--- src/rtl/smb_word_slave.sv ---
`timescale 1ns/1ps
module smb_word_slave #(
  parameter logic [6:0] DEV_ADDR = 7'h3A
) (
  input  logic       clk,
  input  logic       rst_n,
  input  logic       scl_i,
  input  logic       sda_i,
  input  logic       conv_off_i,
  output logic       sda_oe,
  output logic [4:0] code_lo,
  output logic [4:0] code_hi
);
  typedef enum logic [2:0] {S_IDLE, S_RX, S_ACKO, S_TX, S_ACKI} phase_t;
  typedef enum logic [2:0] {B_ADDR, B_CMD, B_DLO, B_DHI, B_RLO, B_RHI} stage_t;

  logic [1:0] scl_m, sda_m;
  logic       scl_q, sda_q;
  logic       scl_s, sda_s;
  logic       scl_rise, scl_fall, bus_start, bus_stop;

  phase_t     phase;
  stage_t     stage;
  logic [2:0] bcnt;
  logic [7:0] sh;
  logic [4:0] lo_hold;
  logic       full, cmd_seen, rd_arm, mack;

  assign scl_s     = scl_m[1];
  assign sda_s     = sda_m[1];
  assign scl_rise  = scl_s & ~scl_q;
  assign scl_fall  = ~scl_s & scl_q;
  assign bus_start = scl_s & scl_q & sda_q & ~sda_s;
  assign bus_stop  = scl_s & scl_q & ~sda_q & sda_s;

  always_ff @(posedge clk or negedge rst_n) begin
    if (!rst_n) begin
      scl_m <= 2'b11;
      sda_m <= 2'b11;
      scl_q <= 1'b1;
      sda_q <= 1'b1;
    end else begin
      scl_m <= {scl_m[0], scl_i};
      sda_m <= {sda_m[0], sda_i};
      scl_q <= scl_s;
      sda_q <= sda_s;
    end
  end

  always_ff @(posedge clk or negedge rst_n) begin
    if (!rst_n) begin
      phase    <= S_IDLE;
      stage    <= B_ADDR;
      bcnt     <= '0;
      sh       <= '0;
      lo_hold  <= '0;
      full     <= 1'b0;
      cmd_seen <= 1'b0;
      rd_arm   <= 1'b0;
      mack     <= 1'b0;
      sda_oe   <= 1'b0;
      code_lo  <= '0;
      code_hi  <= '0;
    end else if (bus_start) begin
      phase    <= S_RX;
      stage    <= B_ADDR;
      bcnt     <= '0;
      full     <= 1'b0;
      sda_oe   <= 1'b0;
      rd_arm   <= cmd_seen;
      cmd_seen <= 1'b0;
    end else if (bus_stop) begin
      phase    <= S_IDLE;
      sda_oe   <= 1'b0;
      cmd_seen <= 1'b0;
      rd_arm   <= 1'b0;
    end else begin
      case (phase)
        S_RX: begin
          if (scl_rise) begin
            sh   <= {sh[6:0], sda_s};
            bcnt <= bcnt + 3'd1;
            if (bcnt == 3'd7) full <= 1'b1;
          end else if (scl_fall && full) begin
            full <= 1'b0;
            case (stage)
              B_ADDR: begin
                if (sh[7:1] == DEV_ADDR && (!sh[0] || rd_arm)) begin
                  phase  <= S_ACKO;
                  sda_oe <= 1'b1;
                  stage  <= sh[0] ? B_RLO : B_CMD;
                end else begin
                  phase <= S_IDLE;
                end
              end
              B_CMD: begin
                phase    <= S_ACKO;
                sda_oe   <= 1'b1;
                cmd_seen <= 1'b1;
                stage    <= B_DLO;
              end
              B_DLO: begin
                phase    <= S_ACKO;
                sda_oe   <= 1'b1;
                cmd_seen <= 1'b0;
                lo_hold  <= sh[7:3];
                stage    <= B_DHI;
              end
              default: begin
                phase   <= S_ACKO;
                sda_oe  <= 1'b1;
                code_lo <= lo_hold;
                code_hi <= sh[7:3];
                stage   <= B_ADDR;
              end
            endcase
          end
        end
        S_ACKO: begin
          if (scl_fall) begin
            bcnt <= '0;
            if (stage == B_ADDR) begin
              phase  <= S_IDLE;
              sda_oe <= 1'b0;
            end else if (stage == B_RLO) begin
              phase  <= S_TX;
              sh     <= {code_lo, conv_off_i, 2'b00};
              sda_oe <= ~code_lo[4];
            end else begin
              phase  <= S_RX;
              sda_oe <= 1'b0;
            end
          end
        end
        S_TX: begin
          if (scl_fall) begin
            if (bcnt == 3'd7) begin
              phase  <= S_ACKI;
              sda_oe <= 1'b0;
            end else begin
              sh     <= {sh[6:0], 1'b0};
              sda_oe <= ~sh[6];
              bcnt   <= bcnt + 3'd1;
            end
          end
        end
        S_ACKI: begin
          if (scl_rise) mack <= ~sda_s;
          else if (scl_fall) begin
            bcnt <= '0;
            if (stage == B_RLO && mack) begin
              stage  <= B_RHI;
              phase  <= S_TX;
              sh     <= {code_hi, conv_off_i, 2'b00};
              sda_oe <= ~code_hi[4];
            end else begin
              phase <= S_IDLE;
            end
          end
        end
        default: ;
      endcase
    end
  end
endmodule

--- config.mk ---
export PLATFORM = sky130hd
export DESIGN_NAME = smb_word_slave
export DESIGN_NICKNAME = d
export VERILOG_FILES = /design/src/rtl/smb_word_slave.sv
export SDC_FILE = /design/constraint.sdc
export NUM_CORES = 1
export LEC_CHECK = 0
export CAP_MARGIN = 20
export CORE_MARGIN = 1
export CORE_UTILIZATION = 40
export CTS_BUF_LIST = sky130_fd_sc_hd__clkbuf_4 sky130_fd_sc_hd__clkbuf_8 sky130_fd_sc_hd__clkbuf_16
export CTS_CLUSTER_DIAMETER = 120
export DETAILED_ROUTE_END_ITERATION = 12
export PLACE_DENSITY = 0.66
export SYNTH_ARGS = -nofsm -noshare
export SYNTH_HDL_FRONTEND = slang
export SYNTH_SLANG_ARGS = --single-unit
--- constraint.sdc ---
create_clock -name clk -period 1.95 [get_ports clk]
set_input_delay 0.39 -clock clk [delete_from_list [all_inputs] [get_ports clk]]
set_output_delay 0.39 -clock clk [all_outputs]
set_load 0.05 [all_outputs]
### Word level (Yosys, flattened, before mapping)

Cells that the tools add are included.

| cells by class | value |
|---|---|
| $add $sub $neg | 1 |
| equal/unequal tests | 39 |
| multiplexer cells | 73 |
| bitwise operators | 18 |
| reduce and logical (&&, ||, !) cells | 27 |

Operators with widths:

| operator | number |
|---|---|
| 2-to-1 mux 3 bit | 26 |
| 2-to-1 mux 8 bit | 9 |
| != test 4 bit, second input constant | 9 |
| one-hot mux 8 bit (4 select lines) | 1 |
| 2-to-1 mux 1 bit | 27 |
| != test 3 bit, second input constant | 8 |
| one-hot mux 3 bit (4 select lines) | 2 |
| != test 2 bit, second input constant | 10 |
| AND reduction 6 bit | 3 |
| AND reduction 8 bit | 2 |
| AND reduction 12 bit | 1 |
| AND reduction 4 bit | 3 |
| nonzero test 3 bit | 4 |
| inverter 1 bit | 11 |
| == test 3 x 2 -> 1 bit, second input constant | 3 |
| == test 3 bit, second input constant | 3 |
| one-hot mux 3 bit (3 select lines) | 1 |
| AND reduction 9 bit | 1 |
| 2-to-1 mux 2 bit | 4 |
| nonzero test 4 bit | 2 |
| bitwise AND 1 bit | 7 |
| == test 7 x 6 -> 1 bit, second input constant | 1 |
| == test 3 x 1 -> 1 bit, second input constant | 2 |
| != test 3 x 1 -> 1 bit, second input constant | 2 |
| 13 further kinds | 16 |

| word-level totals | value |
|---|---|
| flip-flop bits (word level) | 43 |
| bits of input ports | 5 |
| word-level logic and storage cells | 174 |

### Logic depth before layout (Yosys ltp)

| logic depth | value |
|---|---|
| word-level depth | 10 |
| mapped depth | 7 |
| mapped depth without buffers | 7 |

### Worst setup path after synthesis

Ideal clock, no wire load.

| path | value |
|---|---|
| kind | reg-to-reg |
| start point | register scl_q |
| end point | register stage[0] |
| data arrival time | 1,825 ps |
| required time | 1,822 ps |
| slack | -2 ps |
| cell stages (with the launch flop) | 7 |
| buffers on the path | 1 |
| period minus slack after synthesis | 1,952 ps |
| cell sequence | dfstp_2 > buf_2 > nand2_1 > or2_2 > a21o_1 > a211oi_2 > mux2_1 |

| between the ends | value |
|---|---|
| word-level cells in the longest chain between the ends | 5 |

Ends and longest elaborated chain:

| item | line | source |
|---|---|---|
| from (decl) | 18 | `logic scl_q, sda_q;` |
| from (signal assigned) | 45 | `scl_q <= scl_s;` |
| bitwise AND 1 bit | 33, 34 |  |
| bitwise AND 1 bit, on equally long branches (2 in series) | 33, 34 |  |
| != test 4 bit (no line) (tied with other cells) | - |  |
| AND reduction 8 bit (no line) | - |  |
| to (signal assigned) | 91 | `stage <= sh[0] ? B_RLO : B_CMD;` |
| to (decl) | 23 | `stage_t stage;` |

Several ways; a longest one is shown, not always the timed one.
A chain may end at the register's enable or synchronous reset.

### Worst setup path in the final report

| path | value |
|---|---|
| start point | register phase[1] |
| end point | register stage[2] |

| between the ends | value |
|---|---|
| word-level cells in the longest chain between the ends | 4 |

Ends and longest elaborated chain:

| item | line | source |
|---|---|---|
| from (decl) | 22 | `phase_t phase;` |
| from (signal assigned) | 52 | `phase <= S_IDLE;` |
| from (signal assigned) | 65 | `phase <= S_RX;` |
| from (signal assigned) | 73 | `phase <= S_IDLE;` |
| == test 3 bit / == test 3 x 1 -> 1 bit (equally long branches) | 78 | `case (phase)` |
| one-hot mux 3 bit (2 select lines) | 78 |  |
| 2-to-1 mux 3 bit | 72 | `end else if (bus_stop) begin` |
| 2-to-1 mux 3 bit | 64 | `end else if (bus_start) begin` |

Several ways; a longest one is shown, not always the timed one. The select of a mux whose other input is x is not followed.

==> flow_metrics.py <==
metrics = {
    "synth": {
        "netlist_area_um2": 2500,
        "yosysTopAreaCellShare": 0.371,
        "synth_top_cell_by_area": "dfrtp_1",
        "ys_top_cells_by_area": "dfrtp_1 (37%), mux2_2 (7.7%), dfstp_2 (6.3%)",
        "synth.distinct_cells": 59,
        "synth_flop_cell": "dfrtp_1",
        "syn_inst": 227,
        "synth_nets": 234,
        "ys_warn_count": 0,
        "ys_seq_area_frac": 0.434,
        "avgSynthCellArea_um2": 11.0,
        "ys_seq_elements": 43,
        "async_flop_share": 1.00,
        "synth-edff-count": 0,
    },
    "drt": {
        "detail-route-antenna-nets": 0,
        "wirelength_mm": 6.26,
        "drt_first_pass_iters": 4,
        "wl_per_cell_um": 17.2,
        "vias": 2079,
        "viasPerCell": 5.71,
        "route.detailed.drc": 0,
        "first_iter_violations": 172,
    },
    "clock_tree": {
        "postCtsHoldBufs": 0,
        "htreeDepth": 2,
        "worst_skew_pair.late_latency_ns": 0.29,
        "cts.sinks": 43,
        "cts_buffers": 5,
        "cts_tree": "built",
        "clock_path_buffers": 2,
        "cts_root_buf": "clkbuf_8",
        "clk_pin_slew_ns": 0.08,
    },
    "critical_path": {
        "critPathLaunchType": "flip-flop",
        "path_class": "reg2reg",
        "crit_required_ns": 2.13,
        "crit_chain": "or3b_4 -> buf_6 -> a21o_1 -> a211oi_2 -> mux2_1",
        "critPathBufInv": 1,
        "end_kind": "flip-flop",
        "cpLargestDelayFamily": "compound AO/OA/AOI/OAI gates",
        "cp.arrival_ns": 2.16,
        "critical_path.max_stage_delay_ns": 0.46,
        "cp_max_fo": 7,
        "crit_path_top_delay_cell": "dfrtp_2",
    },
    "placement": {
        "portBuffers": 15,
        "place_hpwl_mm": 4.59,
        "pre_cts_ws_ns": -0.0480,
        "gp_congestion": 0.886,
        "postPlaceCellArea_um2": 3030,
    },
    "sta": {
        "skew_ns": 0.00823,
        "fin_crit_sh": 1.02,
        "finalHoldViolCount": 0,
        "finalSetupTns_ns": -0.0477,
        "relSlewSlack": 0.665,
        "rsz0062_at_grt": "true",
        "max_slew.worst_pin.slew_ns": 0.500,
        "setup_viol": 2,
        "worst_slack_ns": -0.0340,
        "fin_crit_ns": 1.98,
        "slew_viol_final": 0,
        "whs_ns": 0.0452,
        "fmax_mhz": 504,
    },
    "finish": {
        "diodes": 0,
        "multi_input_area_um2": 1390,
        "layout.nets": 295,
        "fillCellCount": 530,
        "regArea_um2": 1090,
        "utilization": 0.550,
        "stdcell_area_um2": 3270,
        "area.growth.synth_to_final_pct": 31.1,
        "final_layout_size_suffix_gt1_frac": 0.426,
    },
    "grt": {
        "grt_pass1_vias": 1988,
        "grt-ovfl-total": 0,
        "grtUsageTotal": 0.206,
        "grt_max_degree": 25,
        "grt_pass1_wl_mm": 10.0,
        "antenna_found_initial": 0,
    },
    "die": {
        "io_pins": 16,
        "rows": 28,
        "die_x_um": 81.0,
        "die_h_um": 81.0,
        "core_um2": 5960,
        "initial_core_util": 0.419,
        "dieArea_um2": 6560,
    },
    "run": {
        "cap_violations": 0,
    },
    "worst_hold_path": {
        "worstHoldPathType": "in2async",
    },
    "outcome": {
        "status": "finished, violations left",
        "violations": "setup timing",
    },
    "power": {
        "p_leak_nw": 1.49,
        "ir_worst_vdd_mv": 0.845,
        "p_per_area_nw_per_um2": 1040,
    },
}
-- worst register-to-register path, delay by kind of cell (launching register included) --
kind	cells	cell delay [ns]
simple gates	1	0.44
flops	1	0.46
mux	1	0.35
buf+inv	1	0.14
compound gates	2	0.49
-- cells in the mapped netlist (all sizes together), types with 2 or more instances --
cell / instances
nand2: 8
clkbuf: 2
a32o: 5
mux2i: 2
nor3b: 4
o31ai: 4
nor3: 7
a21o: 2
nand2b: 7
o22ai: 11
ha: 2
dfrtp: 37
o21ai: 9
buf: 11
nand3b: 2
a22o: 4
dfstp: 6
o22a: 5
nand3: 2
mux2: 26
nor2: 9
a31oi: 3
nor2b: 3
inv: 8
or3b: 2
a22oi: 2
a21oi: 20
a211oi: 2
or2: 3
-- area by class of cell --
cell class / instances / share of cell area
Timing Repair Buffer: 67 / 0.172
Inverter: 8 / 0.00917
Sequential cell: 43 / 0.332
Multi-Input combinational cell: 163 / 0.424
Clock buffer: 5 / 0.0210
Clock inverter: 3 / 0.0134
Tap cell: 75 / 0.0287
-- kinds of logic after synthesis --
kind of cell	synth area share
and+or+nand+nor	0.145
xor gates and xnor gates	0.00351
DFF	0.434
muxes	0.136
buffers and inverters	0.0391
adders and majority gates	0.0100
AOI/OAI and AO/OA	0.232
-- worst paths after layout --
check	start	to	slack, ns	depth (start not counted)
worst min-delay path	rst_n	phase[1]	0.05	1
worst max-delay path	phase[1]	stage[2]	-0.03	5
worst max register to register	phase[1]	stage[2]	-0.03	5
max in group asynchronous	rst_n	sh[6]	1.42	2
min in group clk	sda_m[0]	sda_m[1]	0.36	0
worst min register to register	sda_m[0]	sda_m[1]	0.36	0
-- layout by cell type, fill, tap and decap left out, types with 9 or more instances in the layout --
| cell | instances |
|---|---|
| buf_4 | 50 |
| dfrtp_1 | 34 |
| a21oi_1 | 19 |
| mux2_2 | 17 |
| clkdlybuf4s50_1 | 12 |
| o22ai_1 | 10 |
| nor2_1 | 9 |
-- state kept, by name, summed over array words and instances (netlist names), 3 cells and up --
| name | cells |
|---|---|
| bcnt | 3 |
| code_hi | 5 |
| code_lo | 5 |
| lo_hold | 5 |
| phase | 3 |
| sh | 8 |
| stage | 3 |
-- through the flow --
step | power [mW] | cells
floorplan | 2.05 | 227
global placement | 2.55 | 350
detailed placement | 2.57 | 350
CTS | 3.33 | 359
global route | 3.64 | 364
finish | 3.41 | 364
-- report_power, final --
part           leakage (nW)  internal [mW]  total [mW]  switching, mW
registers             0.558           1.04        1.17          0.129
logic                 0.876          0.803        1.55          0.743
clock network        0.0581          0.382       0.693          0.311
total                  1.49           2.22        3.41           1.18
-- metal layers --
metal / vias to the layer above / part of all wire / track usage
li1: 988 / - / -
met1: 1033 / 0.47 / 0.290
met2: 48 / 0.48 / 0.323
met3: 10 / 0.035 / 0.0348
met4: 0 / 0.015 / 0.0625
met5: - / 0 / 0
-- what timing repair did --
item | 4_1_cts | 5_1_grt
pin swaps | 2 | 4
setup buffers | 1 | 5
gates resized for setup | 6 | 12
setup endpoints to repair | 10 | 18
Power figures use the tool's default switching activity.
